**src/rtl/ticket_lock_pkg.sv**
```systemverilog
package ticket_lock_pkg;

  // Strobes from the control path to the counter/ticket datapath
  typedef struct packed {
    logic anyTake;   // at least one acquire accepted this cycle
    logic advance;   // holder released, move the serving counter
    logic badRel;    // release seen from a port that is not granted
  } lockStrobe_t;

endpackage

```
**src/rtl/ticket_lock_ctrl.sv**
```systemverilog
module ticket_lock_ctrl
  import ticket_lock_pkg::*;
#(
  parameter int NUM_PORTS = 4
) (
  input  logic                 clk,
  input  logic                 rstN,
  input  logic [NUM_PORTS-1:0] acqReq,
  input  logic [NUM_PORTS-1:0] relReq,
  input  logic [NUM_PORTS-1:0] pending,
  input  logic [NUM_PORTS-1:0] granted,
  output logic [NUM_PORTS-1:0] acqTake,
  output logic [NUM_PORTS-1:0] relTake,
  output lockStrobe_t          strobe,
  output logic                 relErr
);

  // A port with a ticket outstanding cannot take another one
  always_comb begin
    acqTake        = acqReq & ~pending;
    relTake        = relReq & granted;
    strobe.anyTake = |acqTake;
    strobe.advance = |relTake;
    strobe.badRel  = |(relReq & ~granted);
  end

  always_ff @(posedge clk) begin
    if (!rstN) relErr <= 1'b0;
    else       relErr <= strobe.badRel;
  end

endmodule

```
**src/rtl/ticket_lock_datapath.sv**
```systemverilog
module ticket_lock_datapath
  import ticket_lock_pkg::*;
#(
  parameter int NUM_PORTS = 4,
  parameter int TKT_W     = 3
) (
  input  logic                 clk,
  input  logic                 rstN,
  input  logic [NUM_PORTS-1:0] acqTake,
  input  logic [NUM_PORTS-1:0] relTake,
  input  lockStrobe_t          strobe,
  output logic [NUM_PORTS-1:0] pending,
  output logic [NUM_PORTS-1:0] granted
);

  logic [TKT_W-1:0] nextTkt;
  logic [TKT_W-1:0] nowServing;
  logic [TKT_W-1:0] offs [NUM_PORTS];
  logic [TKT_W-1:0] runSum;

  // Ascending port order: each accepted port takes the count of
  // accepted lower-index ports as its offset from nextTkt.
  always_comb begin
    runSum = '0;
    for (int i = 0; i < NUM_PORTS; i++) begin
      offs[i] = runSum;
      if (acqTake[i]) runSum = runSum + TKT_W'(1);
    end
  end

  always_ff @(posedge clk) begin
    if (!rstN) begin
      nextTkt    <= '0;
      nowServing <= '0;
    end else begin
      if (strobe.anyTake) nextTkt    <= nextTkt + runSum;
      if (strobe.advance) nowServing <= nowServing + TKT_W'(1);
    end
  end

  for (genvar p = 0; p < NUM_PORTS; p++) begin : g_port
    logic [TKT_W-1:0] tkt;
    logic             held;

    always_ff @(posedge clk) begin
      if (!rstN) begin
        tkt  <= '0;
        held <= 1'b0;
      end else if (acqTake[p]) begin
        tkt  <= nextTkt + offs[p];
        held <= 1'b1;
      end else if (relTake[p]) begin
        held <= 1'b0;
      end
    end

    assign pending[p] = held;
    assign granted[p] = held && (tkt == nowServing);
  end

endmodule

```
**src/rtl/ticket_lock.sv**
```systemverilog
module ticket_lock
  import ticket_lock_pkg::*;
#(
  parameter int NUM_PORTS = 4
) (
  input  logic                 clk,
  input  logic                 rstN,
  input  logic [NUM_PORTS-1:0] acqReq,
  input  logic [NUM_PORTS-1:0] relReq,
  output logic [NUM_PORTS-1:0] granted,
  output logic [NUM_PORTS-1:0] pending,
  output logic                 relErr
);

  // Enough ticket values to keep one per port distinct
  localparam int TKT_W = $clog2(NUM_PORTS + 1);

  logic [NUM_PORTS-1:0] acqTake;
  logic [NUM_PORTS-1:0] relTake;
  lockStrobe_t          strobe;

  ticket_lock_ctrl #(.NUM_PORTS(NUM_PORTS)) i_ctrl (
    .clk     (clk),
    .rstN    (rstN),
    .acqReq  (acqReq),
    .relReq  (relReq),
    .pending (pending),
    .granted (granted),
    .acqTake (acqTake),
    .relTake (relTake),
    .strobe  (strobe),
    .relErr  (relErr)
  );

  ticket_lock_datapath #(.NUM_PORTS(NUM_PORTS), .TKT_W(TKT_W)) i_dp (
    .clk     (clk),
    .rstN    (rstN),
    .acqTake (acqTake),
    .relTake (relTake),
    .strobe  (strobe),
    .pending (pending),
    .granted (granted)
  );

endmodule

```
**config.mk**
```make
export PLATFORM = sky130hd
export DESIGN_NAME = ticket_lock
export DESIGN_NICKNAME = d
export VERILOG_FILES = /design/src/rtl/ticket_lock_pkg.sv /design/src/rtl/ticket_lock_ctrl.sv /design/src/rtl/ticket_lock_datapath.sv /design/src/rtl/ticket_lock.sv
export SDC_FILE = /design/constraint.sdc
export NUM_CORES = 1
export LEC_CHECK = 0
export CAP_MARGIN = 20
export CORE_UTILIZATION = 40
export CTS_BUF_LIST = sky130_fd_sc_hd__clkbuf_8
export CTS_CLUSTER_DIAMETER = 60
export DETAILED_ROUTE_END_ITERATION = 16
export GPL_TIMING_DRIVEN = 1
export MAX_ROUTING_LAYER = met4
export PLACE_DENSITY_LB_ADDON = 0.05
export SETUP_SLACK_MARGIN = 0.5
export SLEW_MARGIN = 20
export SYNTH_ARGS = -nofsm -noshare
export SYNTH_HDL_FRONTEND = slang
export SYNTH_SLANG_ARGS = --single-unit
```
**constraint.sdc**
```tcl
create_clock -name clk -period 10.25 [get_ports clk]
set_input_delay 2.5625 -clock clk [delete_from_list [all_inputs] [get_ports clk]]
set_output_delay 2.5625 -clock clk [all_outputs]
set_load 0.02 [all_outputs]
```
# Word level (Yosys, flattened, before mapping)
# Cells that the tools add are included.
# totals
ff_bits	23
inputBits	10
output_inout_bits	9
wordCells	51
# classes
add_sub_neg	8
eq_ne	4
muxes	12
n_bitwise	5
reduce_logical	11
# ops
operator	count
4-bit bitwise AND	3
3-bit == test	4
4-bit OR reduction	3
3-bit by 1-bit adder with 3-bit output (second input constant)	3
3-bit adder	3
1-bit two-way mux	9
3-bit two-way mux	3
4-bit NOT	2
2-bit nonzero test	4
1-bit logical AND	4
3-bit by 1-bit adder with 3-bit output	1
1-bit by 1-bit adder with 2-bit output (second input constant)	1

# Depth between registers and ports, before layout
# Gate-level depths: netlist (run 1).
# depth
word_depth	10
ltp_mapped	12
mapped_depth_nobuf	11

# Hierarchy
# A second synthesis (run 1) with hierarchy kept.
# unflattened
hier_cells	149
hier_area_um2	1432.6
# modules_own_cells
mod	instances	cells_per_inst	area_per_inst_um2	seq_area_each_um2
ticket_lock_datapath	1	131	1293.7	440.4
ticket_lock_ctrl	1	18	138.9	20.0

# Worst setup path before layout (run 1)
# No wires, ideal clock.
# synth_path
path_type	input to register
startpoint	input port acqReq[0]
endpoint	register i_dp.nextTkt[2]
arrival_ps	5028
path_slack_ps	5104
cell_stages	12
n_path_buf	1
path_cell_list	nor2b_1 > clkbuf_1 > inv_1 > ha_1 > xnor2_1 > ha_1 > mux2_2 > fa_1 > xor2_1 > xnor2_1 > nand2_1 > mux2i_1
# synth_between
elab_chain_len	9
# synth_rtl
element	line	rtl
start: declaration	ticket_lock.sv:8	input logic [NUM_PORTS-1:0] acqReq,
4-bit bitwise AND (*)	ticket_lock_ctrl.sv:20	acqTake = acqReq & ~pending;
1-bit two-way mux	ticket_lock_datapath.sv:27	if (acqTake[i]) runSum = runSum + TKT_W'(1);
1-bit by 1-bit adder with 2-bit output	ticket_lock_datapath.sv:27	
3-bit two-way mux	ticket_lock_datapath.sv:27	
3-bit by 1-bit adder with 3-bit output	ticket_lock_datapath.sv:27	
3-bit two-way mux	ticket_lock_datapath.sv:27	
3-bit by 1-bit adder with 3-bit output	ticket_lock_datapath.sv:27	
3-bit two-way mux	ticket_lock_datapath.sv:27	
3-bit adder	ticket_lock_datapath.sv:36	if (strobe.anyTake) nextTkt <= nextTkt + runSum;
end signal: assignment	ticket_lock_datapath.sv:36	
end: declaration	ticket_lock_datapath.sv:16	logic [TKT_W-1:0] nextTkt;
# Mark *: on every way between the ends. The rest lies on a longest branch, timed or not.
# A chain may end at the register's enable or synchronous reset.

# Worst setup path after layout (run 1)
# Same ends and word-level chain as after synthesis.

==> impl_metrics.sql, run 1 <==
INSERT INTO impl_metrics (metric_group, metric, value, unit) VALUES
('run_status', 'outcome', 'complete, no violations', ''),
('floorplan', 'fp.dieH', '63.4', 'um'),
('clocking', 'clockBufferDepth', '2', ''),
('power', 'seq_power_share', '40.0', '%'),
('detailed_routing', 'totalWireLength', '3000', 'um'),
('placement', 'gp_congestion', '0.821', ''),
('placement', 'setup_slack_placement', '4.34', 'ns'),
('yosys', 'synth_area_per_cell', '9.31', 'sq um'),
('yosys', 'synth_top_cell_area_share', '30.5', '%'),
('power', 'netSwitchingFraction', '38.0', '%'),
('timing', 'achievable-frequency', '0.177', 'GHz'),
('floorplan', 'die_area', '4020', 'sq um'),
('worst_setup_path', 'worst_r2r_end', 'i_dp.nextTkt[2]$_SDFFE_PN0P_', ''),
('yosys', 'synth_enable_flop_cells', '0', ''),
('floorplan', 'start_util', '43.5', '%'),
('clocking', 'clock-sinks', '23', ''),
('worst_setup_path', 'timing.critical_path.required', '10.41', 'ns'),
('final_layout', 'antennaDiodeCount', '0', ''),
('worst_setup_path', 'setup.worst_path.start_class', 'input port', ''),
('floorplan', 'rows', '21', ''),
('power', 'clkPwrFrac', '16.1', '%'),
('clocking', 'clk_pin_slew', '0.08', 'ns'),
('yosys', 'synth_seq_cells', '23', ''),
('power', 'switchingPower', '0.000130', 'W'),
('timing', 'worst_clock_skew', '0.00407', 'ns'),
('final_layout', 'share_of_post_route_cells_with_drive_strength_above_1', '7.06', '%'),
('placement', 'dp_hpwl', '2310', 'um'),
('yosys', 'synth_most_common_cell', 'dfxtp_1', ''),
('run', 'cap_viol_max_count', '0', ''),
('global_route', 'grt_usage', '17.5', '%'),
('global_route', 'first_global_vias', '1096', ''),
('power', 'cell_internal_pwr', '0.000212', 'W'),
('clocking', 'h-tree-depth', '1', ''),
('detailed_routing', 'route.antenna.remaining_nets', '0', ''),
('yosys', 'synth.cells.most_frequent', '23 x dfxtp_1, 22 x nand2_1, 13 x nor2b_1, 13 x xor2_1, 10 x xnor2_1', ''),
('worst_setup_path', 'slack_of_the_worst_reg_to_reg_path', '7.03', 'ns'),
('global_route', 'grt_start_max_net_pins', '25', ''),
('worst_setup_path', 'cp_data_arrival_time', '5.81', 'ns'),
('worst_setup_path', 'worstSetupEndpoint', 'i_dp.nextTkt[2]$_SDFFE_PN0P_', ''),
('placement', 'placedInstanceArea', '1660', 'sq um'),
('power', 'power.static_leakage', '0.731', 'nW'),
('clocking', 'post_cts_setup_buffer_count', '0', ''),
('detailed_routing', 'routed-via-count', '1068', ''),
('global_route', 'antenna_found_initial', '0', ''),
('clocking', 'tritoncts', 'done', ''),
('yosys', 'synth_warnings', '0', ''),
('timing', 'hold_violations', '0', ''),
('placement', 'placement.io_buffers', '18', ''),
('final_layout', 'post-route-util', '49.0', '%'),
('floorplan', 'io_pins', '19', ''),
('yosys', 'yosysTopAreaCell', 'dfxtp_1', ''),
('final_layout', 'net_count_of_the_finished_layout', '191', ''),
('worst_setup_path', 'worst_setup_path_startpoint', 'acqReq[0]', ''),
('clocking', 'postCtsResizedCells', '0', ''),
('timing', 'slew_viol_final', '0', ''),
('global_route', 'wire_length_of_the_first_global_routing_pass', '5240', 'um'),
('worst_setup_path', 'rr_worst_depth', '11', ''),
('floorplan', 'core', '3470', 'sq um'),
('power', 'pwr_density_cell', '201', 'nW/um^2'),
('power', 'power_frac_comb', '43.9', '%'),
('timing', 'fin_crit', '5.65', 'ns'),
('detailed_routing', 'drt_pre_antenna_iters', '4', ''),
('clocking', 'cts-root-buf', 'clkbuf_8', ''),
('yosys', 'synth.lib_cells_used.distinct', '32', ''),
('yosys', 'ys_seq_area_share', '30.5', '%'),
('worst_setup_path', 'critical_path_class', 'input port to flop', ''),
('power', 'ir_worst_vdd', '0.0000802', 'V'),
('clocking', 'tritoncts.num_buffers', '3', ''),
('yosys', 'asyncSetResetFlopFracSynth', '0', '%'),
('yosys', 'synth_cells', '162', ''),
('final_layout', 'finish.instance_area', '1700', 'sq um');
kinds of logic (layout without fill, tap and decap cells):
logic type,count (synthesis),count (layout),share of synthesized area (%)
AND/OR/NAND/NOR,54,54,22.2
AO/OA/AOI/OAI,23,23,11.5
adder cells (fa/ha/maj),10,10,9.29
buffers and inverters,21,29,7.72
multiplexers,8,8,5.39
flip-flops,23,23,30.5
XOR/XNOR,23,23,13.4
per-layer routing:
metal / GRT usage, % / part of all wire (%) / vias up
met5: - / 0 / -
met4: 2.56 / 0.60 / 0
met3: 3.99 / 2.5 / 2
met2: 30.7 / 49 / 14
met1: 20.6 / 47 / 502
li1: - / - / 550
per-stage QoR:
step           hold slack [ns]  instances  power (W)
5_1_grt                  0.523        216   0.000375
2_1_floorplan            0.455        162   0.000256
4_1_cts                  0.488        216   0.000350
3_3_place_gp             0.477        212   0.000290
3_5_place_dp             0.477        212   0.000293
6_report                 0.484        216   0.000343
critical path, cell delays in order:
cell and delay (ns):
clkdlybuf4s50_1 0.48, nor2b_1 0.40, inv_1 0.21, ha_1 0.38, xnor2_1 0.31, ha_1 0.28
mux2_2 0.28, fa_1 0.40, xor2_1 0.19, xnor2_1 0.13, nand2_1 0.08, mux2i_1 0.11
power by group through the flow:
| stage | clock [W] | sequential [W] | combinational [W] |
|---|---|---|---|
| after floorplan | 0 | 0.000124 | 0.000132 |
| after global placement | 0 | 0.000140 | 0.000151 |
| after detailed placement | 0 | 0.000140 | 0.000153 |
| after CTS | 0.0000584 | 0.000138 | 0.000153 |
| after global routing | 0.0000648 | 0.000141 | 0.000169 |
| final | 0.0000552 | 0.000137 | 0.000150 |
cell type report:
cell class | count | area (sq um)
timing repair buffer | 18 | 180
inverter | 7 | 26.3
clock buffer | 3 | 41.3
sequential | 23 | 460
fill | 356 | 1770
multi-input combinational | 118 | 931
clock inverter | 1 | 3.75
tap | 46 | 57.6
how the worst min path moves through the flow:
stage	start	to	cells past startpoint	slack, ns
after floorplan	i_dp.g_port[0].tkt[1]$_SDFFE_PN0P_	i_dp.g_port[0].tkt[1]$_SDFFE_PN0P_	2	0.46
after CTS	i_dp.g_port[2].tkt[0]$_SDFFE_PN0P_	i_dp.g_port[2].tkt[0]$_SDFFE_PN0P_	2	0.49
after global placement	i_dp.g_port[2].tkt[1]$_SDFFE_PN0P_	i_dp.g_port[2].tkt[1]$_SDFFE_PN0P_	2	0.48
after global routing	i_dp.g_port[2].tkt[1]$_SDFFE_PN0P_	i_dp.g_port[2].tkt[1]$_SDFFE_PN0P_	2	0.52
after detailed placement	i_dp.g_port[2].tkt[0]$_SDFFE_PN0P_	i_dp.g_port[2].tkt[0]$_SDFFE_PN0P_	2	0.48
final	i_dp.g_port[2].tkt[0]$_SDFFE_PN0P_	i_dp.g_port[2].tkt[0]$_SDFFE_PN0P_	2	0.48
cells in the final DEF (no fill, tap or decap), drive strengths merged:
cell type      netlist  routed
and2                 4       4
o22ai                2       2
xnor2               10      10
nand2               22      22
and4bb               1       1
and4                 1       1
a2111oi              1       1
nor4                 3       3
mux2i                7       7
o211a                2       2
o21ai                5       5
nand3b               1       1
nor2b               13      13
and3                 1       1
nor4b                3       3
ha                   8       8
dfxtp               23      23
a21boi               7       7
or3                  1       1
fa                   2       2
mux2                 1       1
nand2b               3       3
clkbuf               7       3
xor2                13      13
o21a                 2       2
clkdlybuf4s50        0      18
a21oi                4       4
inv                  7       8
or4                  1       1
sequential cells by signal, summed over array words and instances (netlist names):
signal            flops
i_dp.g_port.held      4
i_ctrl.relErr         1
i_dp.nowServing       3
i_dp.nextTkt          3
i_dp.g_port.tkt      12
Note: power is estimated with default switching activity, not from simulation.
==> run 2: changes to the inputs <==
==> constraint.sdc (replaced) <==
create_clock -name clk -period 4.6 [get_ports clk]
set_input_delay 1.15 -clock clk [delete_from_list [all_inputs] [get_ports clk]]
set_output_delay 1.15 -clock clk [all_outputs]
set_load 0.02 [all_outputs]
==> run 2 against run 1 <==
Die area unchanged. Sequential share of layout area down 0.47 points. First-iteration DRC count is 40% higher. Combinational power up 130%. Sequential power up 120%. Core utilization grew 0.87 points. Cell area is 1.8% higher. Non-clock buffer count up 3. Clock power up 120%. Cell count grew 1.4%. Critical path type unchanged.
==> impl_metrics.sql, run 2 (same netlist as run 1, synthesis figures left out) <==
INSERT INTO impl_metrics (metric_group, metric, value, unit) VALUES
('timing', 'slew_hr', '50.4', '%'),
('worst_setup_path', 'crit_top_cell', 'ha_1', ''),
('timing', 'totalNegativeSetupSlack', '0', 'ns'),
('clocking', 'clock-sinks', '23', ''),
('placement', 'gp_congestion', '0.757', ''),
('placement', 'placement.io_buffers', '18', ''),
('power', 'cell_internal_pwr', '0.000478', 'W'),
('global_route', 'grt_usage', '17.2', '%'),
('worst_setup_path', 'highest_net_fanout_along_the_worst_path', '3', ''),
('worst_setup_path', 'end_kind', 'flop', ''),
('worst_setup_path', 'timing.critical_path.buf_inv', '2', ''),
('final_layout', 'synthToLayoutAreaGrowth', '14.8', '%'),
('clocking', 'cts-root-buf', 'clkbuf_8', ''),
('placement', 'dp_hpwl', '2250', 'um'),
('power', 'ir_worst_vdd', '0.000179', 'V'),
('final_layout', 'antennaDiodeCount', '0', ''),
('power', 'switchingPower', '0.000293', 'W'),
('final_layout', 'net_count_of_the_finished_layout', '194', ''),
('placement', 'placedInstanceArea', '1680', 'sq um'),
('worst_setup_path', 'critical-path-top-delay-family', 'adder cells', ''),
('floorplan', 'core', '3470', 'sq um'),
('floorplan', 'start_util', '43.5', '%'),
('worst_setup_path', 'timing.critical_path.required', '4.75', 'ns'),
('timing', 'hold_violations', '0', ''),
('detailed_routing', 'drt_pre_antenna_iters', '4', ''),
('power', 'power.static_leakage', '0.751', 'nW'),
('worst_setup_path', 'setup.worst_path.start_class', 'input port', ''),
('power', 'clkPwrFrac', '16.0', '%'),
('timing', 'whs', '0.486', 'ns'),
('worst_setup_path', 'critical_path_class', 'input port to flop', ''),
('timing', 'achievable-frequency', '0.257', 'GHz'),
('power', 'pwr_density_cell', '446', 'nW/um^2'),
('min_path', 'hp-start', 'i_dp.g_port[0].tkt[1]$_SDFFE_PN0P_', ''),
('clocking', 'clock_latency', '0.26', 'ns'),
('global_route', 'global_route.overflow_total', '0', ''),
('timing', 'worst_slack', '0.706', 'ns'),
('timing', 'fin_crit_sh', '84.6', '%'),
('worst_setup_path', 'slack_of_the_worst_reg_to_reg_path', '1.71', 'ns'),
('timing', 'worst_clock_skew', '0.00193', 'ns'),
('floorplan', 'io_pins', '19', ''),
('worst_setup_path', 'regToRegStartpoint', 'i_dp.g_port[0].held$_SDFFE_PN0P_', ''),
('placement', 'setup_slack_placement', '0.399', 'ns'),
('worst_setup_path', 'crit_path_max_incr_delay', '0.47', 'ns'),
('timing', 'setup_viol_count_final', '0', ''),
('clocking', 'clockBufferDepth', '2', ''),
('detailed_routing', 'first_iter_violations', '73', ''),
('final_layout', 'multi_input_comb_area', '938', 'sq um'),
('clocking', 'tritoncts', 'done', ''),
('detailed_routing', 'routed_via_density', '4.84', ''),
('global_route', 'antenna_found_initial', '0', ''),
('run', 'cap_viol_max_count', '0', ''),
('power', 'netSwitchingFraction', '38.0', '%'),
('clocking', 'h-tree-depth', '1', ''),
('timing', 'grt_setup_unrepaired', 'no', ''),
('global_route', 'grt_start_max_net_pins', '25', ''),
('worst_setup_path', 'cp_slowest_cell', 'clkdlybuf4s50_1', ''),
('detailed_routing', 'wl_per_cell', '13.4', 'um'),
('timing', 'fin_crit', '3.89', 'ns'),
('detailed_routing', 'drc_markers', '0', ''),
('final_layout', 'largest_register_ffs', '12', ''),
('detailed_routing', 'route.antenna.remaining_nets', '0', ''),
('global_route', 'wire_length_of_the_first_global_routing_pass', '5280', 'um'),
('final_layout', 'finish.instance_area', '1730', 'sq um'),
('final_layout', 'most_common_library_cell_in_the_layout_ignoring_fill_and_taps', 'dfxtp_1', ''),
('floorplan', 'die_area', '4020', 'sq um'),
('floorplan', 'fp.dieH', '63.4', 'um'),
('global_route', 'first_global_vias', '1105', ''),
('final_layout', 'largest_register', 'i_dp.g_port.tkt', ''),
('power', 'power_frac_comb', '44.4', '%'),
('timing', 'slew_viol_final', '0', ''),
('final_layout', 'share_of_post_route_cells_with_drive_strength_above_1', '9.25', '%'),
('min_path', 'hold_path_class', 'flop to flop', ''),
('floorplan', 'rows', '21', ''),
('clocking', 'post_cts_setup_buffer_count', '0', ''),
('run_status', 'outcome', 'complete, no violations', ''),
('worst_setup_path', 'cp_cell_sequence', 'clkdlybuf4s50_1 -> nor2b_1 -> inv_1 -> ha_1 -> xnor2_2 -> ha_1 -> mux2_2 -> fa_1 -> xor2_1 -> xnor2_1 -> nand2_1 -> mux2i_1', ''),
('detailed_routing', 'routed-via-count', '1059', ''),
('final_layout', 'seqCellArea', '460', 'sq um'),
('clocking', 'clk_pin_slew', '0.08', 'ns'),
('worst_setup_path', 'cp_data_arrival_time', '4.05', 'ns'),
('floorplan', 'die_x', '63.4', 'um'),
('worst_setup_path', 'worst_setup_path_startpoint', 'acqReq[0]', ''),
('power', 'seq_power_share', '39.6', '%'),
('final_layout', 'reg.largest.list', 'i_dp.g_port.tkt (12), i_dp.g_port.held (4)', ''),
('final_layout', 'nFillCells', '354', ''),
('final_layout', 'layout_common_cells', '23 x dfxtp_1, 22 x nand2_1, 18 x clkdlybuf4s50_1, 13 x xor2_1, 13 x nor2b_1', ''),
('timing', 'worst-slew-pin-transition', '0.742', 'ns'),
('detailed_routing', 'totalWireLength', '2940', 'um'),
('clocking', 'tritoncts.num_buffers', '3', '');
==> run 2: power groups by stage <==
| stage | clock [W] | sequential (W) | combinational, W |
|---|---|---|---|
| 2_1_floorplan | 0 | 0.000277 | 0.000293 |
| 3_3_place_gp | 0 | 0.000309 | 0.000340 |
| 5_1_grt | 0.000139 | 0.000313 | 0.000389 |
| 3_5_place_dp | 0 | 0.000310 | 0.000343 |
| 6_report | 0.000123 | 0.000305 | 0.000342 |
| 4_1_cts | 0.000130 | 0.000306 | 0.000345 |
==> run 2: path summary, 6_finish.rpt <==
kind,cells after the start,to
worst max-delay path,12,i_dp.nextTkt[2]$_SDFFE_PN0P_
worst min-delay path,2,i_dp.g_port[0].tkt[1]$_SDFFE_PN0P_
worst max register to register,11,i_dp.nextTkt[2]$_SDFFE_PN0P_
worst min register to register,2,i_dp.g_port[0].tkt[1]$_SDFFE_PN0P_
==> run 2: stage by stage <==
| stage | cells | util (%) | power, W |
|---|---|---|---|
| finish | 219 | 49.9 | 0.000771 |
| global route | 219 | 49.9 | 0.000841 |
| CTS | 219 | 49.7 | 0.000782 |
| detailed placement | 215 | 48.4 | 0.000653 |
| global placement | 215 | 48.4 | 0.000649 |
| floorplan | 162 | - | 0.000571 |
==> run 2: repair_timing <==
item,in CTS,in global routing
endpoints found under the setup margin,0,1
hold buffers,0,0
gates resized for setup,0,1
==> run 2: metal layers <==
metal | vias up | GRT usage (%) | wire length (um)
li1 | 556 | - | -
met1 | 486 | 22.6 | 1460
met2 | 15 | 27.4 | 1380
met3 | 2 | 3.80 | 78
met4 | 0 | 2.56 | 19
met5 | - | - | 0
==> run 2: final cells by class <==
class	instances	share of cell area, %
multi-input cells	118	54.2
flip-flops and latches	23	26.6
repair buffers	21	11.7
well taps	46	3.33
clock buffers	3	2.39
inverters	7	1.52
clock inverters	1	0.217
==> run 2: worst register-to-register path, stage by stage (launching register included) <==
cell	delay, ns
dfxtp_1	0.37
nor2b_1	0.22
inv_1	0.09
ha_1	0.36
xnor2_2	0.25
ha_1	0.26
mux2_2	0.27
fa_1	0.41
xor2_1	0.22
xnor2_1	0.14
nand2_1	0.08
mux2i_1	0.12
==> run 3: changes to the inputs <==
==> constraint.sdc (replaced) <==
create_clock -name clk -period 3.3 [get_ports clk]
set_input_delay 0.825 -clock clk [delete_from_list [all_inputs] [get_ports clk]]
set_output_delay 0.825 -clock clk [all_outputs]
set_load 0.02 [all_outputs]
==> run 3 against run 2 <==
Core utilization up 3.4 points. First-iteration DRC count decreased by 71%. Combinational power up 49%. Power increased by 45%. Largest power group unchanged. Worst setup slack lost 0.11 ns. Sequential power increased by 41%. Clock power is 41% higher. Via count up 4.1%. Sequential share of layout area down 1.5 points. Clock skew is 0.00094 ns higher. Critical path depth stayed put.
==> impl_metrics.sql, run 3 (same netlist as run 1, synthesis figures left out) <==
INSERT INTO impl_metrics (metric_group, metric, value, unit) VALUES
('final_layout', 'seqCellArea', '464', 'sq um'),
('timing', 'worst-slew-pin-transition', '0.719', 'ns'),
('timing', 'achievable-frequency', '0.370', 'GHz'),
('timing', 'grt_setup_unrepaired', 'no', ''),
('detailed_routing', 'first_iter_violations', '21', ''),
('final_layout', 'largest_register_ffs', '12', ''),
('detailed_routing', 'totalWireLength', '3090', 'um'),
('worst_setup_path', 'critical_path_class', 'input port to flop', ''),
('detailed_routing', 'wl_per_cell', '13.7', 'um'),
('clocking', 'tritoncts', 'done', ''),
('final_layout', 'share_of_post_route_cells_with_drive_strength_above_1', '21.1', '%'),
('final_layout', 'antennaDiodeCount', '0', ''),
('timing', 'slew_viol_final', '0', ''),
('min_path', 'min_path_cells', '2', ''),
('timing', 'fin_crit_sh', '81.8', '%'),
('detailed_routing', 'drt_pre_antenna_iters', '4', ''),
('worst_setup_path', 'slack_of_the_worst_reg_to_reg_path', '0.86', 'ns'),
('final_layout', 'nFillCells', '323', ''),
('placement', 'gp_congestion', '0.799', ''),
('clocking', 'h-tree-depth', '1', ''),
('final_layout', 'largest_register', 'i_dp.g_port.tkt', ''),
('floorplan', 'core', '3470', 'sq um'),
('clocking', 'clockBufferDepth', '2', ''),
('timing', 'fin_crit', '2.70', 'ns'),
('final_layout', 'layout_common_cells', '22 x nand2_1, 20 x dfxtp_1, 13 x xor2_1, 12 x clkdlybuf4s50_1', ''),
('min_path', 'hold_path_class', 'flop to flop', ''),
('power', 'pwr_density_cell', '603', 'nW/um^2'),
('timing', 'hold_violations', '0', ''),
('timing', 'totalNegativeSetupSlack', '0', 'ns'),
('final_layout', 'multi_input_comb_area', '1000', 'sq um'),
('power', 'power.static_leakage', '0.858', 'nW'),
('min_path', 'worstHoldEndpoint', 'i_dp.g_port[2].tkt[0]$_SDFFE_PN0P_', ''),
('global_route', 'first_global_vias', '1164', ''),
('final_layout', 'most_common_library_cell_in_the_layout_ignoring_fill_and_taps', 'nand2_1', ''),
('worst_setup_path', 'worst_r2r_end', 'i_dp.nextTkt[2]$_SDFFE_PN0P_', ''),
('worst_setup_path', 'highest_net_fanout_along_the_worst_path', '2', ''),
('clocking', 'cts-root-buf', 'clkbuf_8', ''),
('global_route', 'antenna_found_initial', '0', ''),
('clocking', 'clock_latency', '0.26', 'ns'),
('detailed_routing', 'routed_via_density', '4.88', ''),
('global_route', 'global_route.overflow_total', '0', ''),
('worst_setup_path', 'cp_data_arrival_time', '2.86', 'ns'),
('detailed_routing', 'drc_markers', '0', ''),
('min_path', 'hp-start', 'i_dp.g_port[2].tkt[0]$_SDFFE_PN0P_', ''),
('clocking', 'tritoncts.num_buffers', '3', ''),
('final_layout', 'reg.largest.list', 'i_dp.g_port.tkt (12), i_dp.g_port.held (4)', ''),
('timing', 'slew_hr', '51.9', '%'),
('power', 'ir_worst_vdd', '0.000220', 'V'),
('power', 'report.power.total', '0.00111', 'W'),
('worst_setup_path', 'regToRegStartpoint', 'i_dp.g_port[1].held$_SDFFE_PN0P_', ''),
('global_route', 'wire_length_of_the_first_global_routing_pass', '5350', 'um'),
('placement', 'placement.io_buffers', '18', ''),
('placement', 'placedInstanceArea', '1750', 'sq um'),
('floorplan', 'die_x', '63.4', 'um'),
('timing', 'setup_viol_count_final', '0', ''),
('worst_setup_path', 'setup.worst_path.start_class', 'input port', ''),
('floorplan', 'start_util', '43.5', '%'),
('final_layout', 'post-route-util', '53.3', '%'),
('placement', 'setup_slack_placement', '-0.155', 'ns'),
('run_status', 'outcome', 'complete, no violations', ''),
('detailed_routing', 'route.antenna.remaining_nets', '0', ''),
('clocking', 'clk_pin_slew', '0.08', 'ns'),
('worst_setup_path', 'timing.critical_path.required', '3.46', 'ns'),
('detailed_routing', 'routed-via-count', '1102', ''),
('timing', 'worst_slack', '0.600', 'ns'),
('clocking', 'clock-sinks', '23', ''),
('final_layout', 'net_count_of_the_finished_layout', '201', ''),
('placement', 'dp_hpwl', '2420', 'um'),
('clocking', 'cts_hold_buf', '0', ''),
('run', 'cap_viol_max_count', '0', ''),
('floorplan', 'fp.dieH', '63.4', 'um'),
('final_layout', 'synthToLayoutAreaGrowth', '22.6', '%'),
('floorplan', 'rows', '21', ''),
('global_route', 'grt_usage', '17.8', '%'),
('final_layout', 'finish.instance_area', '1850', 'sq um'),
('timing', 'worst_clock_skew', '0.00287', 'ns'),
('worst_setup_path', 'end_kind', 'flop', ''),
('floorplan', 'die_area', '4020', 'sq um'),
('global_route', 'grt_start_max_net_pins', '25', ''),
('worst_setup_path', 'rr_worst_depth', '11', ''),
('floorplan', 'io_pins', '19', '');
run 3: worst max-delay path, stage by stage:
cell      delay [ns]
clkbuf_2        0.09
nor2b_4         0.14
inv_2           0.06
ha_4            0.26
xnor2_4         0.12
ha_1            0.27
mux2_4          0.26
fa_2            0.33
xor2_1          0.15
xnor2_1         0.15
nand2_1         0.08
mux2i_1         0.11
run 3: cell type report:
type	instances	share of cell area, %
clock buffer	3	2.23
clock inverter	1	0.203
inverter	7	1.42
multi-input combinational	118	54.1
sequential	23	25.1
tap	46	3.11
timing repair buffer	28	13.8
run 3: power breakdown:
part	switching (W)	internal (W)	total, W
Combinational	0.000238	0.000272	0.000511
Clock	0.0000908	0.0000831	0.000174
Sequential	0.0000926	0.000337	0.000430
run 3: worst max-delay path by stage:
stage / end / start / cells past startpoint
after floorplan: i_dp.nextTkt[2]$_SDFFE_PN0P_ / acqReq[0] / 12
final: i_dp.nextTkt[2]$_SDFFE_PN0P_ / acqReq[1] / 12
after CTS: i_dp.nextTkt[2]$_SDFFE_PN0P_ / acqReq[2] / 11
after global routing: i_dp.nextTkt[2]$_SDFFE_PN0P_ / acqReq[1] / 12
after detailed placement: i_dp.nextTkt[2]$_SDFFE_PN0P_ / acqReq[0] / 12
after global placement: i_dp.nextTkt[2]$_SDFFE_PN0P_ / acqReq[0] / 12
run 3: metal layers:
metal	wire, um	vias up	track usage [%]
li1	-	572	-
met1	1540	515	21.9
met2	1470	11	30.6
met3	58	4	2.36
met4	24	0	4.26
met5	0	-	-
run 3: timing repair:
action                                  in CTS  in global routing
pin swaps                                    4                  4
buffers inserted                             1                  1
endpoints found under the setup margin       6                  5
resized for setup                           13                 12
run 3: through the flow:
step	std cells	hold WS [ns]
final	226	0.486
after global routing	226	0.511
after CTS	225	0.488
after detailed placement	220	0.476
after global placement	220	0.471
after floorplan	162	0.455
